**config.mk**
```make
export PLATFORM = sky130hd
export DESIGN_NAME = ir_repeat_sorter
export DESIGN_NICKNAME = d
export VERILOG_FILES = /design/src/rtl/ir_rpt_pkg.sv /design/src/rtl/ir_gap_timer.sv /design/src/rtl/ir_repeat_judge.sv /design/src/rtl/ir_result_hold.sv /design/src/rtl/ir_repeat_sorter.sv
export SDC_FILE = /design/constraint.sdc
export NUM_CORES = 1
export LEC_CHECK = 0
export ABC_CLOCK_PERIOD_IN_PS = 2300
export BUFFER_PORTS_ARGS = -buffer_cell sky130_fd_sc_hd__buf_2
export CORE_UTILIZATION = 33
export DETAILED_ROUTE_END_ITERATION = 8
export PLACE_DENSITY_LB_ADDON = 0.3
export SYNTH_ARGS = -nofsm -noshare
export SYNTH_HDL_FRONTEND = slang
export SYNTH_SLANG_ARGS = --single-unit
```
**constraint.sdc**
```tcl
create_clock -name clk -period 2.3 [get_ports clk]
set_input_delay 0.575 -clock clk [delete_from_list [all_inputs] [get_ports clk]]
set_output_delay 0.575 -clock clk [all_outputs]
set_load 0.01 [all_outputs]
```
**src/rtl/ir_rpt_pkg.sv**
```systemverilog
package ir_rpt_pkg;
   // Ratio between coarse and fine tick units.
   localparam int TICK_DECADE = 10;

   typedef enum logic {
      TICK_COARSE = 1'b0,
      TICK_FINE   = 1'b1
   } tick_sel_e;
endpackage

```
**src/rtl/ir_gap_timer.sv**
```systemverilog
module ir_gap_timer
   import ir_rpt_pkg::*;
#(
   parameter int CNT_W    = 12,
   parameter int TICK_DIV = 1000
) (
   input  logic             clk,
   input  logic             rst_n,
   input  logic             restart,
   input  logic             count_en,
   input  tick_sel_e        tick_sel,
   output logic [CNT_W-1:0] gap
);
   localparam int PRE_W = (TICK_DIV > 1) ? $clog2(TICK_DIV) : 1;
   localparam logic [CNT_W-1:0] GAP_MAX = '1;

   if (CNT_W < 2)    begin : g_bad_cnt $error("CNT_W must be at least 2"); end
   if (TICK_DIV < 1) begin : g_bad_div $error("TICK_DIV must be at least 1"); end

   logic       tick_fine;
   logic       tick_coarse;
   logic       tick;
   logic [3:0] dec_q;

   // Fine tick: either every clock or from a prescaler
   if (TICK_DIV == 1) begin : g_no_pre
      assign tick_fine = 1'b1;
   end else begin : g_pre
      logic [PRE_W-1:0] pre_q;
      always_ff @(posedge clk or negedge rst_n) begin
         if (!rst_n)                              pre_q <= '0;
         else if (restart)                        pre_q <= '0;
         else if (pre_q == PRE_W'(TICK_DIV - 1))  pre_q <= '0;
         else                                     pre_q <= pre_q + 1'b1;
      end
      assign tick_fine = (pre_q == PRE_W'(TICK_DIV - 1));
   end

   always_ff @(posedge clk or negedge rst_n) begin
      if (!rst_n)          dec_q <= '0;
      else if (restart)    dec_q <= '0;
      else if (tick_fine)  dec_q <= (dec_q == 4'(TICK_DECADE - 1)) ? '0 : dec_q + 1'b1;
   end

   assign tick_coarse = tick_fine && (dec_q == 4'(TICK_DECADE - 1));
   assign tick        = (tick_sel == TICK_FINE) ? tick_fine : tick_coarse;

   always_ff @(posedge clk or negedge rst_n) begin
      if (!rst_n)                          gap <= '0;
      else if (restart || !count_en)       gap <= '0;
      else if (tick && gap != GAP_MAX)     gap <= gap + 1'b1;
   end

   // a frame restarts the interval
   a_r1_restart: assert property (@(posedge clk) disable iff (!rst_n)
      restart |=> gap == '0);
   // the interval moves by at most one step
   a_r1_step: assert property (@(posedge clk) disable iff (!rst_n)
      (!restart && count_en) |=> (gap == $past(gap) || gap == CNT_W'($past(gap) + 1'b1)));
   // saturation
   a_r2_saturate: assert property (@(posedge clk) disable iff (!rst_n)
      (gap == GAP_MAX && !restart && count_en) |=> gap == GAP_MAX);
   // disabled counter stays at zero
   a_r10_disabled: assert property (@(posedge clk) disable iff (!rst_n)
      !count_en |=> gap == '0);
endmodule

```
**src/rtl/ir_repeat_judge.sv**
```systemverilog
module ir_repeat_judge #(
   parameter int DATA_W = 32,
   parameter int CNT_W  = 12
) (
   input  logic              clk,
   input  logic              rst_n,
   input  logic              frm_valid,
   input  logic [DATA_W-1:0] frm_data,
   input  logic              rpt_leader,
   input  logic              cmp_en,
   input  logic              gap_en,
   input  logic              win_en,
   input  logic [CNT_W-1:0]  win_limit,
   input  logic [CNT_W-1:0]  gap,
   output logic              is_repeat,
   output logic [DATA_W-1:0] sel_data
);
   if (DATA_W < 1) begin : g_bad_data $error("DATA_W must be at least 1"); end

   logic [DATA_W-1:0] ref_q;
   logic              have_q;
   logic              match;
   logic              in_win;

   // Reference follows every full frame, stored or dropped
   always_ff @(posedge clk or negedge rst_n) begin
      if (!rst_n) begin
         ref_q  <= '0;
         have_q <= 1'b0;
      end else if (frm_valid && !rpt_leader) begin
         ref_q  <= frm_data;
         have_q <= 1'b1;
      end
   end

   assign match     = have_q && (frm_data == ref_q);
   assign in_win    = !win_en || (gap <= win_limit);
   assign is_repeat = rpt_leader || (cmp_en && gap_en && match && in_win);
   assign sel_data  = rpt_leader ? ref_q : frm_data;

   // nothing to match before the first full frame
   a_r3_no_reference: assert property (@(posedge clk) disable iff (!rst_n)
      (frm_valid && !have_q && !rpt_leader) |-> !is_repeat);
   // reference captured from full frames
   a_r3_ref_update: assert property (@(posedge clk) disable iff (!rst_n)
      (frm_valid && !rpt_leader) |=> (have_q && ref_q == $past(frm_data)));
endmodule

```
**src/rtl/ir_result_hold.sv**
```systemverilog
module ir_result_hold #(
   parameter int DATA_W = 32,
   parameter int CNT_W  = 12
) (
   input  logic              clk,
   input  logic              rst_n,
   input  logic              frm_valid,
   input  logic              hold_en,
   input  logic              host_rd,
   input  logic [DATA_W-1:0] in_data,
   input  logic              in_repeat,
   input  logic [CNT_W-1:0]  in_gap,
   output logic [DATA_W-1:0] res_data,
   output logic              res_repeat,
   output logic [CNT_W-1:0]  res_gap,
   output logic              res_new,
   output logic              res_overrun
);
   logic frozen;
   logic accept;

   assign frozen = hold_en && res_new && !host_rd;
   assign accept = frm_valid && !frozen;

   always_ff @(posedge clk or negedge rst_n) begin
      if (!rst_n) begin
         res_data   <= '0;
         res_repeat <= 1'b0;
         res_gap    <= '0;
      end else if (accept) begin
         res_data   <= in_data;
         res_repeat <= in_repeat;
         res_gap    <= in_gap;
      end
   end

   always_ff @(posedge clk or negedge rst_n) begin
      if (!rst_n) begin
         res_new     <= 1'b0;
         res_overrun <= 1'b0;
      end else begin
         if (accept)       res_new <= 1'b1;
         else if (host_rd) res_new <= 1'b0;
         if (host_rd)                  res_overrun <= 1'b0;
         else if (frm_valid && frozen) res_overrun <= 1'b1;
      end
   end

   // frozen result drops the frame and flags overrun
   a_r6_drop: assert property (@(posedge clk) disable iff (!rst_n)
      (hold_en && res_new && frm_valid && !host_rd) |=>
         ($stable(res_data) && $stable(res_gap) && res_overrun && res_new));
   // a lone read clears both flags
   a_r7_read: assert property (@(posedge clk) disable iff (!rst_n)
      (host_rd && !frm_valid) |=> (!res_new && !res_overrun));
   // read and frame together store the frame
   a_r7_coincide: assert property (@(posedge clk) disable iff (!rst_n)
      (host_rd && frm_valid) |=> (res_new && !res_overrun && res_data == $past(in_data)));
   // without hold every frame lands
   a_r8_overwrite: assert property (@(posedge clk) disable iff (!rst_n)
      (frm_valid && !hold_en) |=> (res_new && res_data == $past(in_data)));
   // overrun never rises without hold
   a_r8_no_overrun: assert property (@(posedge clk) disable iff (!rst_n)
      (!hold_en && !res_overrun) |=> !res_overrun);
endmodule

```
**src/rtl/ir_repeat_sorter.sv**
```systemverilog
module ir_repeat_sorter
   import ir_rpt_pkg::*;
#(
   parameter int DATA_W   = 32,
   parameter int CNT_W    = 12,
   parameter int TICK_DIV = 1000
) (
   input  logic              clk,
   input  logic              rst_n,
   input  logic              frm_valid,
   input  logic [DATA_W-1:0] frm_data,
   input  logic              frm_rpt_leader,
   input  logic              cfg_gap_en,
   input  logic              cfg_tick_fine,
   input  logic              cfg_cmp_en,
   input  logic              cfg_win_en,
   input  logic [CNT_W-1:0]  cfg_win_limit,
   input  logic              cfg_hold_en,
   input  logic              host_rd,
   output logic [DATA_W-1:0] res_data,
   output logic              res_repeat,
   output logic [CNT_W-1:0]  res_gap,
   output logic              res_new,
   output logic              res_overrun
);
   logic [CNT_W-1:0]  gap;
   logic              is_repeat;
   logic [DATA_W-1:0] sel_data;
   tick_sel_e         tick_sel;

   assign tick_sel = tick_sel_e'(cfg_tick_fine);

   ir_gap_timer #(.CNT_W(CNT_W), .TICK_DIV(TICK_DIV)) u_timer (
      .clk      (clk),
      .rst_n    (rst_n),
      .restart  (frm_valid),
      .count_en (cfg_gap_en),
      .tick_sel (tick_sel),
      .gap      (gap)
   );

   ir_repeat_judge #(.DATA_W(DATA_W), .CNT_W(CNT_W)) u_judge (
      .clk        (clk),
      .rst_n      (rst_n),
      .frm_valid  (frm_valid),
      .frm_data   (frm_data),
      .rpt_leader (frm_rpt_leader),
      .cmp_en     (cfg_cmp_en),
      .gap_en     (cfg_gap_en),
      .win_en     (cfg_win_en),
      .win_limit  (cfg_win_limit),
      .gap        (gap),
      .is_repeat  (is_repeat),
      .sel_data   (sel_data)
   );

   ir_result_hold #(.DATA_W(DATA_W), .CNT_W(CNT_W)) u_hold (
      .clk         (clk),
      .rst_n       (rst_n),
      .frm_valid   (frm_valid),
      .hold_en     (cfg_hold_en),
      .host_rd     (host_rd),
      .in_data     (sel_data),
      .in_repeat   (is_repeat),
      .in_gap      (gap),
      .res_data    (res_data),
      .res_repeat  (res_repeat),
      .res_gap     (res_gap),
      .res_new     (res_new),
      .res_overrun (res_overrun)
   );

   // leader frames are stored as repeats
   a_r5_leader: assert property (@(posedge clk) disable iff (!rst_n)
      (frm_valid && frm_rpt_leader && !(cfg_hold_en && res_new && !host_rd)) |=> res_repeat);
   // data matching needs both compare and interval counting
   a_r3_needs_counter: assert property (@(posedge clk) disable iff (!rst_n)
      (frm_valid && !frm_rpt_leader && !(cfg_cmp_en && cfg_gap_en)
       && !(cfg_hold_en && res_new && !host_rd)) |=> !res_repeat);
   // with counting off the stored interval is zero
   a_r10_gap_zero: assert property (@(posedge clk) disable iff (!rst_n)
      (frm_valid && !cfg_gap_en && !(cfg_hold_en && res_new && !host_rd)) |=> res_gap == '0);
endmodule

```
# Word level (Yosys, flattened, before mapping)
# Index checks and enable logic that the tools add are counted.
# W data, S select, Z words.
# totals
latchBits,0
out_inout_bits,47
rom_bits,0
mem_bits_rw,0
ff_bits,106
memories,0
input_bits,54
# classes
n_reduce_logical,23
n_lt_le_gt_ge,1
mux,13
n_mul,0
n_shift,0
addsub,3
n_bitwise,0
eq_ne,4
n_div,0
# ops
cell,count
$eq A32 B32 Y1,1
$mux W32,1
$mux W12,2
$mux W10,2
$add A12 B1 Y12 const B,1
$le A12 B12 Y1,1
$mux W4,3
$ne A12 B12 Y1 const B,1
$logic_and A1 B1 Y1,11
$add A10 B1 Y10 const B,1
$eq A10 B10 Y1 const B,1
$reduce_bool A2 Y1,4
$logic_not A1 Y1,5
$mux W1,5
$add A4 B1 Y4 const B,1
$eq A4 B4 Y1 const B,1
$logic_or A1 B1 Y1,3

# Longest topological paths before layout
# logic_depth
ltp_word,6
depth_mapped,8
depth_no_buf,7

# By module
# From an unflattened synthesis, not the netlist that was laid out.
# hier_totals
hier_cells,601
hier_area_um2,6651.4
# modules_own_cells
module,n_inst,area_each_um2,cells_each
ir_result_hold,1,2776.4,262
ir_repeat_judge,1,2422.3,191
ir_gap_timer,1,1452.6,148

# Worst setup path after synthesis
# No wires, ideal clock.
# synth_path
kind,input-to-reg
start,input port frm_rpt_leader
end,register u_judge.ref_q[10]
stages,5
arrival_ps,1859
setup_slack_ps,316
setup_time_ps,125
path_buffers,3
t_required_ps,2175
cell_sequence,clkbuf_1 > nand2b_1 > clkbuf_1 > clkbuf_1 > mux2_2
# synth_between
elab_chain_len,2
# synth_lines
element,line_no,source
"start, declared",ir_repeat_sorter.sv:12,"input logic frm_rpt_leader,"
$logic_not A1 Y1,ir_repeat_judge.sv:30,end else if (frm_valid && !rpt_leader) begin
$logic_and A1 B1 Y1,ir_repeat_judge.sv:30,
"end signal, assigned",ir_repeat_judge.sv:31,ref_q <= frm_data;
"end, declared",ir_repeat_judge.sv:20,logic [DATA_W-1:0] ref_q;
# Every way passes these cells.
# A chain may end at the register's enable or synchronous reset.

# Worst setup path after layout
# layout_path
start,register u_timer.dec_q[1]
end,register u_timer.gap[11]
# layout_between
elab_chain_len,5
# layout_lines
element,line_no,source
"start, declared",ir_gap_timer.sv:23,logic [3:0] dec_q;
"start signal, assigned",ir_gap_timer.sv:42,else if (tick_fine) dec_q <= (dec_q == 4'(TICK_DECADE - 1)) ? '0 : dec_q + 1'b1;
$eq A4 B4 Y1,ir_gap_timer.sv:45,assign tick_coarse = tick_fine && (dec_q == 4'(TICK_DECADE - 1));
$logic_and A1 B1 Y1,ir_gap_timer.sv:45,
$mux W1,ir_gap_timer.sv:46,assign tick = (tick_sel == TICK_FINE) ? tick_fine : tick_coarse;
$logic_and A1 B1 Y1,ir_gap_timer.sv:51,else if (tick && gap != GAP_MAX) gap <= gap + 1'b1;
$reduce_bool A2 Y1 (no line),-,
"end signal, assigned",ir_gap_timer.sv:51,
"end, declared",ir_gap_timer.sv:12,output logic [CNT_W-1:0] gap
# Every way passes these cells.

==> impl_metrics.csv <==
group,metric,value,unit
drt,drc_errors,0,
placement,place_hpwl,8480,µm
global_routing,globalRouteMet3Util,4.09,%
clock_tree,numCtsBuffers,9,
critical_path,arr_time_crit_path,2410,ps
global_routing,grt_start_max_net_pins,107,
finish,final-instance-count-excl-fill,793,
power_and_ir_drop,pwr-share-clk,38.4,%
finish,diodes,0,
sta,post-route-period-util,92.9,%
global_routing,globalRouteMet1Util,19.4,%
floorplanning,num_rows,45,
synth,synth_top_family_by_area,"multiplexers",
clock_tree,cts.root.buffer_cell,"sky130_fd_sc_hd__clkbuf_16",
synth,synth_seq_area_share,50.8,%
drt,via_per_inst,4.75,
clock_tree,holdBufCountCts,0,
floorplanning,floorplan.die.width,128,µm
drt,wl_per_cell,14.7,µm
finish,p_r_area_growth_vs_syn,22.9,%
sta,finalCriticalPeriod,2140,ps
synth,compound_gate_fraction_of_synth_area,6.50,%
synth,share_of_synthesized_area_spent_on_multiplexers,15.6,%
power_and_ir_drop,pwr_total,4.69,mW
drt,dr_total_vias,3764,
floorplanning,design.core.area,0.0153,mm²
finish,utilization,41.9,%
sta,max_slew.worst_pin.slew,618,ps
sta,hold_violation_count_in_the_final_report,0,
hold_path,timing.hold.worst.class,"in -> async",
global_routing,vias_in_the_first_global_route,3640,
clock_tree,cts.sink_count,106,
synth,yosys_register_bits,106,
finish,most_frequent_cells_in_the_layout,"106 x sky130_fd_sc_hd__dfrtp_1, 99 x sky130_fd_sc_hd__buf_2, 43 x sky130_fd_sc_hd__xnor2_1, 43 x sky130_fd_sc_hd__nand2_1, 42 x sky130_fd_sc_hd__o21ai_0",
synth,post_synth_inst_count,475,
drt,final_antenna_net_count,0,
sta,slew_headroom,58.6,%
synth,synth-warning-count,0,
power_and_ir_drop,sw_pwr,1.18,mW
synth,synthesis.area,0.00522,mm²
synth,synthesis.area_per_instance,11.0,µm²
sta,report.final.setup_viol,0,
sta,achievable-frequency,468,MHz
placement,gp_congestion,0.786,
finish,share_of_post_route_cells_with_drive_strength_above_1,30.4,%
sta,grt_setup_unrepaired,"no",
global_routing,most_utilized_layer_in_the_global_route_result,"met2",
finish,most_common_library_cell_in_the_layout_ignoring_fill_and_taps,"sky130_fd_sc_hd__dfrtp_1",
critical_path,cp_max_fo,5,
synth,synth_simple_gate_area_share,12.7,%
critical_path,worstPathRequired,2570,ps
power_and_ir_drop,intPower,3.51,mW
global_routing,antenna_found_initial,2,
placement,placement.io_buffers,100,
drt,detail_route.wirelength,11700,µm
clock_tree,cts_tree,"yes",
power_and_ir_drop,power-per-cell-area,731,mW/mm²
synth,syn_nets,545,
drt,drtPass1Iterations,4,
power_and_ir_drop,power.ir.vdd_worst,0.441,mV
global_routing,globalRouteTotalUtil,14.8,%
clock_tree,clkLatencyLatePin,350,ps
sta,skew,8.10,ps
synth,yosys.area_share.xor_xnor,7.89,%
global_routing,grt_pass1_wl,18600,µm
run_status,run_status,"complete, no violations",
power_and_ir_drop,switching_share,25.1,%
floorplanning,die-height,128,µm
sta,maxSlewViolCount,0,
clock_tree,clkTransAtPathRegs,70,ps
power_and_ir_drop,seqPwrFrac,46.5,%
synth,synth.lib_cells_used.distinct,39,
clock_tree,max-clock-path-buffers,2,
critical_path,timing.critical_path.to_type,"flop",
power_and_ir_drop,cellLeakagePower,2.99,nW
synth,synth_adder_area_share,3.84,%
finish,final_nets,647,
job,max-cap-violations,0,
placement,dp_cells,777,
critical_path,timing.setup.critical_path_class,"reg -> reg",
global_routing,global_route.usage.met2,23.5,%
clock_tree,htree_num_levels,3,
global_routing,globalRouteOverflowTotal,0,
floorplanning,overall_die_area,0.0163,mm²
power_and_ir_drop,comb_power_share,15.1,%
drt,drt-initial-drc-count,167,
sta,setup_total_negative_slack,0,ps
floorplanning,start_util,34.1,%
critical_path,setup.worst_path.start_class,"flop",
floorplanning,io_pins,101,
==> state kept, by name, indices dropped and copies added (netlist names) <==
register / cells
u_hold.res_new: 1
u_hold.res_overrun: 1
u_judge.ref_q: 32
u_hold.res_data: 32
u_judge.have_q: 1
u_hold.res_gap: 12
u_timer.dec_q: 4
u_hold.res_repeat: 1
u_timer.g_pre.pre_q: 10
u_timer.gap: 12
==> logic make-up (layout without fill, tap and decap cells) <==
| family | count (synthesis) | in the layout |
|---|---|---|
| simple gates | 130 | 130 |
| flops | 106 | 106 |
| buf+inv | 37 | 144 |
| xor+xnor | 47 | 47 |
| compound gates | 63 | 63 |
| fa+ha+maj | 16 | 16 |
| mux | 76 | 76 |
==> final cells by class <==
cell class | count | area, µm²
flip-flops and latches | 106 | 2650
multi-input cells | 332 | 2450
clock buffers | 11 | 253
inverters | 17 | 63.8
repair buffers | 111 | 636
fillers | 1484 | 8900
well taps | 211 | 264
clock inverters | 5 | 100
==> worst paths after layout <==
check / startpoint / end / slack, ps / depth (start not counted)
max: u_timer.dec_q[1] / u_timer.gap[11] / 160 / 7
min: rst_n / u_hold.res_gap[5] / 260 / 2
max reg2reg: u_timer.dec_q[1] / u_timer.gap[11] / 160 / 7
min reg2reg: u_hold.res_data[24] / u_hold.res_data[24] / 470 / 2
max in group asynchronous: rst_n / u_judge.ref_q[24] / 1560 / 2
min in group clk: host_rd / u_hold.res_overrun / 450 / 2
==> critical path, stage by stage, from the launching register on <==
cell and delay [ps]:
sky130_fd_sc_hd__dfrtp_1 410, sky130_fd_sc_hd__inv_1 60, sky130_fd_sc_hd__ha_1 150, sky130_fd_sc_hd__and3b_2 250, sky130_fd_sc_hd__o2111ai_2 140, sky130_fd_sc_hd__or4b_4 580, sky130_fd_sc_hd__or3_1 330, sky130_fd_sc_hd__a21oi_1 140
==> per-layer routing <==
metal	share of wire, %	routed length [µm]
met1	47	5450
met4	1.5	173
met3	5.4	629
met5	0.077	9
met2	46	5420
==> synth_stat cells <==
cell type,count,area [µm²]
sky130_fd_sc_hd__a21o_1,1,7.51
sky130_fd_sc_hd__buf_1,3,11.3
sky130_fd_sc_hd__nand2b_1,5,31.3
sky130_fd_sc_hd__buf_2,1,5.00
sky130_fd_sc_hd__and3b_1,1,8.76
sky130_fd_sc_hd__and3_1,3,18.8
sky130_fd_sc_hd__inv_1,16,60.1
sky130_fd_sc_hd__nor2b_1,3,18.8
sky130_fd_sc_hd__nor2_1,24,90.1
sky130_fd_sc_hd__or3_1,5,31.3
sky130_fd_sc_hd__o211ai_1,1,7.51
sky130_fd_sc_hd__o2111ai_2,1,15.0
sky130_fd_sc_hd__and4_4,1,11.3
sky130_fd_sc_hd__or4b_4,1,13.8
sky130_fd_sc_hd__nor4_4,1,21.3
sky130_fd_sc_hd__nor3_1,8,40.0
sky130_fd_sc_hd__xnor2_1,43,377
sky130_fd_sc_hd__nor4_1,4,25.0
sky130_fd_sc_hd__nand4_1,15,93.8
sky130_fd_sc_hd__a21oi_1,13,65.1
sky130_fd_sc_hd__a31oi_1,2,12.5
sky130_fd_sc_hd__ha_1,16,200
sky130_fd_sc_hd__and3b_2,1,10.0
sky130_fd_sc_hd__nor4bb_1,1,10.0
sky130_fd_sc_hd__nand3_1,11,55.1
sky130_fd_sc_hd__o21ai_1,1,5.00
sky130_fd_sc_hd__dfrtp_1,106,2650
sky130_fd_sc_hd__mux2_2,41,462
sky130_fd_sc_hd__nor4b_1,1,8.76
sky130_fd_sc_hd__inv_2,1,3.75
sky130_fd_sc_hd__mux2i_1,35,350
sky130_fd_sc_hd__xor2_1,4,35.0
sky130_fd_sc_hd__nand2_1,43,161
sky130_fd_sc_hd__o21ai_0,42,210
sky130_fd_sc_hd__o31ai_1,1,7.51
sky130_fd_sc_hd__clkbuf_1,16,60.1
sky130_fd_sc_hd__a211o_1,1,8.76
sky130_fd_sc_hd__or4_1,1,7.51
sky130_fd_sc_hd__nor3b_1,1,7.51
==> power groups by stage <==
stage	clock, mW	combinational (mW)	sequential (mW)
floorplan	0	0.365	2.24
global placement	0	0.702	2.20
detailed placement	0	0.719	2.22
CTS	1.86	0.722	2.18
global route	1.92	0.784	2.21
finish	1.80	0.706	2.18
==> through the flow <==
stage                     area, µm²  worst slack, ps  hold slack [ps]
after CTS                      6410              153              308
after floorplan                5220              316              279
after detailed placement       6060              181              457
after global placement         6060              253              452
after global routing           6410             25.3              323
final                          6410              163              261
==> what timing repair did <==
| item | 4_1_cts | 5_1_grt |
|---|---|---|
| endpoints found under the setup margin | 0 | 1 |
| gates resized for setup | 0 | 1 |
| endpoints found under the hold margin | 0 | 0 |
| setup buffers | 0 | 0 |
No activity file was read; power rests on OpenSTA's default activity.
